`config.mk`:
```
export PLATFORM = sky130hd
export DESIGN_NAME = mv_mac_engine
export DESIGN_NICKNAME = d
export VERILOG_FILES = /design/src/rtl/mv_mac_engine.sv
export SDC_FILE = /design/constraint.sdc
export NUM_CORES = 1
export LEC_CHECK = 0
export BUFFER_PORTS_ARGS = -buffer_cell sky130_fd_sc_hd__buf_2
export CAP_MARGIN = 20
export CORE_AREA = 2 2 208 210
export DETAILED_ROUTE_END_ITERATION = 6
export DIE_AREA = 0 0 210 212
export GPL_TIMING_DRIVEN = 1
export PLACE_DENSITY_LB_ADDON = 0.3
export SYNTH_ARGS = -nofsm -noshare
export SYNTH_HDL_FRONTEND = slang
export SYNTH_SLANG_ARGS = --single-unit
export TNS_END_PERCENT = 10
```
`constraint.sdc`:
```
create_clock -name clk -period 20 [get_ports clk]
set_clock_uncertainty 0.2 [all_clocks]
set_input_delay 1 -clock clk [delete_from_list [all_inputs] [get_ports clk]]
set_output_delay 1 -clock clk [all_outputs]
set_load 0.005 [all_outputs]
```
`src/rtl/mv_mac_engine.sv`:
```
module mv_mac_engine #(
  parameter int N = 5,
  parameter int W = 15
) (
  input  logic             clk,
  input  logic             rst,
  input  logic             start,
  input  logic [N*N*W-1:0] mat_flat,
  input  logic [N*W-1:0]   vec_flat,
  output logic [N*W-1:0]   res_flat,
  output logic [N-1:0]     res_vld,
  output logic             done,
  output logic             idle,
  output logic             ready
);
  localparam int IW = (N > 1) ? $clog2(N) : 1;
  localparam logic [IW-1:0] LAST = IW'(N - 1);

  typedef enum logic [1:0] {S_IDLE, S_RUN, S_FIN} st_t;

  st_t            st;
  logic [IW-1:0]  row, col;
  logic [W-1:0]   acc, a_sel, b_sel, prod, acc_nxt;
  logic [W-1:0]   res_q [N];

  assign a_sel   = mat_flat[(int'(row) * N + int'(col)) * W +: W];
  assign b_sel   = vec_flat[int'(col) * W +: W];
  assign prod    = a_sel * b_sel;
  assign acc_nxt = acc + prod;

  assign idle  = (st == S_IDLE);
  assign done  = (st == S_FIN);
  assign ready = done;

  for (genvar i = 0; i < N; i++) begin : g_out
    assign res_flat[i*W +: W] = res_q[i];
  end

  always_ff @(posedge clk) begin
    if (rst) begin
      st      <= S_IDLE;
      row     <= '0;
      col     <= '0;
      acc     <= '0;
      res_vld <= '0;
    end else begin
      res_vld <= '0;
      case (st)
        S_IDLE:
          if (start) begin
            st  <= S_RUN;
            row <= '0;
            col <= '0;
            acc <= '0;
          end
        S_RUN:
          if (col == LAST) begin
            res_vld[row] <= 1'b1;
            acc <= '0;
            col <= '0;
            if (row == LAST) st <= S_FIN;
            else             row <= row + 1'b1;
          end else begin
            acc <= acc_nxt;
            col <= col + 1'b1;
          end
        default: st <= S_IDLE;
      endcase
    end
  end

  always_ff @(posedge clk) begin
    if (!rst && st == S_RUN && col == LAST)
      res_q[row] <= acc_nxt;
  end
endmodule


```
==> results_dict.tcl <==
set metrics [dict create \
    syn_to_final_growth_pct 31.0 \
    cts_root_buf "clkbuf_16" \
    place_inst 2029 \
    power.leakage_uw 0.00660 \
    status "completed" \
    start_util_pct 26.6 \
    num_vias 10200 \
    cts_tree "yes" \
    drv_cap 0 \
    fp.dieW_um 210 \
    dp_hpwl_um 43700 \
    h-tree-depth 3 \
    syn_inst 982 \
    grt_usage_pct 22.5 \
    setup_viol 0 \
    tightest_slew_ps 1080 \
    rsz0062_at_grt "false" \
    yosysSeqAreaShare_pct 24.9 \
    use_met2_pct 41.3 \
    peakVddDrop_mv 0.370 \
    vias_per_cell 4.97 \
    gp_congestion 0.934 \
    async_flop_share_pct 0 \
    ios 536 \
    first_iter_violations 527 \
    drc 0 \
    postCtsSetupBuffers 0 \
    grt_use_met3_pct 2.60 \
    end_kind "flip-flop" \
    syn_nets 1578 \
    antenna_found_initial 11 \
    drt_wl_total_um 50300 \
    io_buffers 535 \
    cts-hold-fix-buffers 0 \
    maxSlewHeadroom_pct 28.1 \
    fin_setup_tns_ps 0 \
    nets 2090 \
    mostFrequentLayoutCells "buf_2, inv_1, nor2_1" \
    grt_pass1_vias 10700 \
    synthFlopType "edfxtp_1" \
    grt_pass1_wl_um 72000 \
    p_per_area_nw_per_um2 210 \
    hold_viol_final 0 \
    drive_above_1_share_pct 45.5 \
    fin_crit_sh_pct 48.4 \
    hp-class "flip-flop to flip-flop" \
    clock.fmax_mhz 103 \
    crit_fanout 62 \
    wire_per_inst_um 24.5 \
    dieArea_um2 44500 \
    start_kind "flip-flop" \
    cp_data_arrival_time_ps 9570 \
    required_ps 19890 \
    cts_sinks 103 \
    period_minus_slack_ps 9680 \
    firstDrtPassIters 5 \
    grt_start_max_net_pins 63 \
    final-instance-count-excl-fill 2053 \
    cts_buffer_depth 2 \
    final_common_cell "buf_2" \
    synth_cell_types 65 \
    avgSynthCellArea_um2 11.5 \
    cts_resized 0 \
    grt-ovfl-total 0 \
    cts.reportedPaths.clkPinSlew_ps 70 \
    synth_area_um2 11300 \
    ys_ff_latch 103 \
    die_h_um 212 \
    synth_edf_count 75 \
    grt-busiest-layer "met2" \
    row_count 76 \
    core_um2 42500 \
    fill_cells 4392 \
    cts_buffers 9 \
    synth_warnings 0 \
    report.final.slew_viol_count 0 \
    use_met1_pct 28.0 \
    hold_ws_ps 319 \
    ant_nets 0 \
    worstSetupPathType "flip-flop to flip-flop" \
    clock_latency_ps 350 \
]
==> cell families after synthesis <==
| kind of cell | after synthesis | share of synthesized area (%) |
|---|---|---|
| xor gates and xnor gates | 38 | 3.51 |
| adders and majority gates | 143 | 21.2 |
| buffers and inverters | 181 | 7.64 |
| DFF | 103 | 24.9 |
| muxes | 144 | 23.9 |
| AOI/OAI and AO/OA | 141 | 9.15 |
| and+or+nand+nor | 232 | 9.69 |
==> area by class of cell <==
cell class,instances,area [um^2],share of cell area [%]
tap,546,683,4.62
multi-input combinational,698,7680,51.9
sequential,103,2810,19.0
clock inverter,6,52.6,0.355
inverter,125,469,3.17
clock buffer,10,229,1.55
antenna,8,20.0,0.135
timing repair buffer,557,2840,19.2
==> worst max-delay path, cell delays in order (launching register included) <==
cell and delay (ps):
dfxtp_1 600, ha_1 330, ha_4 670, buf_4 740, nor2_1 270, a221oi_1 410, o21ai_0 150, a311oi_1 830
nand2b_1 170, fa_1 520, fa_1 490, inv_1 50, fa_1 490, fa_1 550, inv_1 60, fa_1 440
fa_1 380, xnor2_1 140, xnor2_1 190, xnor2_1 110, xnor2_1 260, xnor2_2 90, xnor2_1 250, xnor2_2 150
xnor3_1 370, xor2_1 420
==> cells in the mapped netlist, types with 22 or more instances <==
cell / instances / area share (%)
a22oi_1: 29 / 1.9
nand2_1: 52 / 1.7
fa_1: 81 / 14
edfxtp_1: 75 / 20
dfxtp_1: 28 / 5.0
a21oi_1: 24 / 1.1
inv_1: 125 / 4.2
ha_1: 62 / 6.9
mux4_2: 70 / 14
mux2i_1: 45 / 4.0
clkbuf_1: 22 / 0.73
xnor2_1: 27 / 2.1
nor2_1: 88 / 2.9
mux4_1: 23 / 5.3
==> routing by layer <==
layer	vias to the layer above	share of wire (%)
met5	-	0.082
met4	6	2.2
met3	40	5.3
met2	437	51
met1	5101	42
li1	4618	-
==> report_power, final <==
part           switching, uW  internal (uW)
sequential              6.71            660
clock                   79.8           86.5
combinational           1350            920
total                   1440           1670
==> path summary, 6_finish.rpt <==
path,from,end,slack [ps],cells after the start
max,row[1],res_q[2][14],10320,25
min,acc[8],acc[8],320,2
max reg2reg,row[1],res_q[2][14],10320,25
min reg2reg,acc[8],acc[8],320,2
==> sequential cells by signal, summed over array words and instances (netlist names) <==
| register | count |
|---|---|
| col | 3 |
| row | 3 |
| res_vld | 5 |
| st | 2 |
| acc | 15 |
| res_q | 75 |
==> through the flow <==
step | power [uW] | utilization, % | worst slack [ps] | cell area [um^2]
2_1_floorplan | 2360 | - | 11880 | 11300
3_3_place_gp | 2910 | 34.1 | 10590 | 14500
3_5_place_dp | 2970 | 34.1 | 10380 | 14500
4_1_cts | 3150 | 34.8 | 10360 | 14800
5_1_grt | 3480 | 34.8 | 9520 | 14800
6_report | 3110 | 34.8 | 10320 | 14800
(Power assumes the default switching activity.)
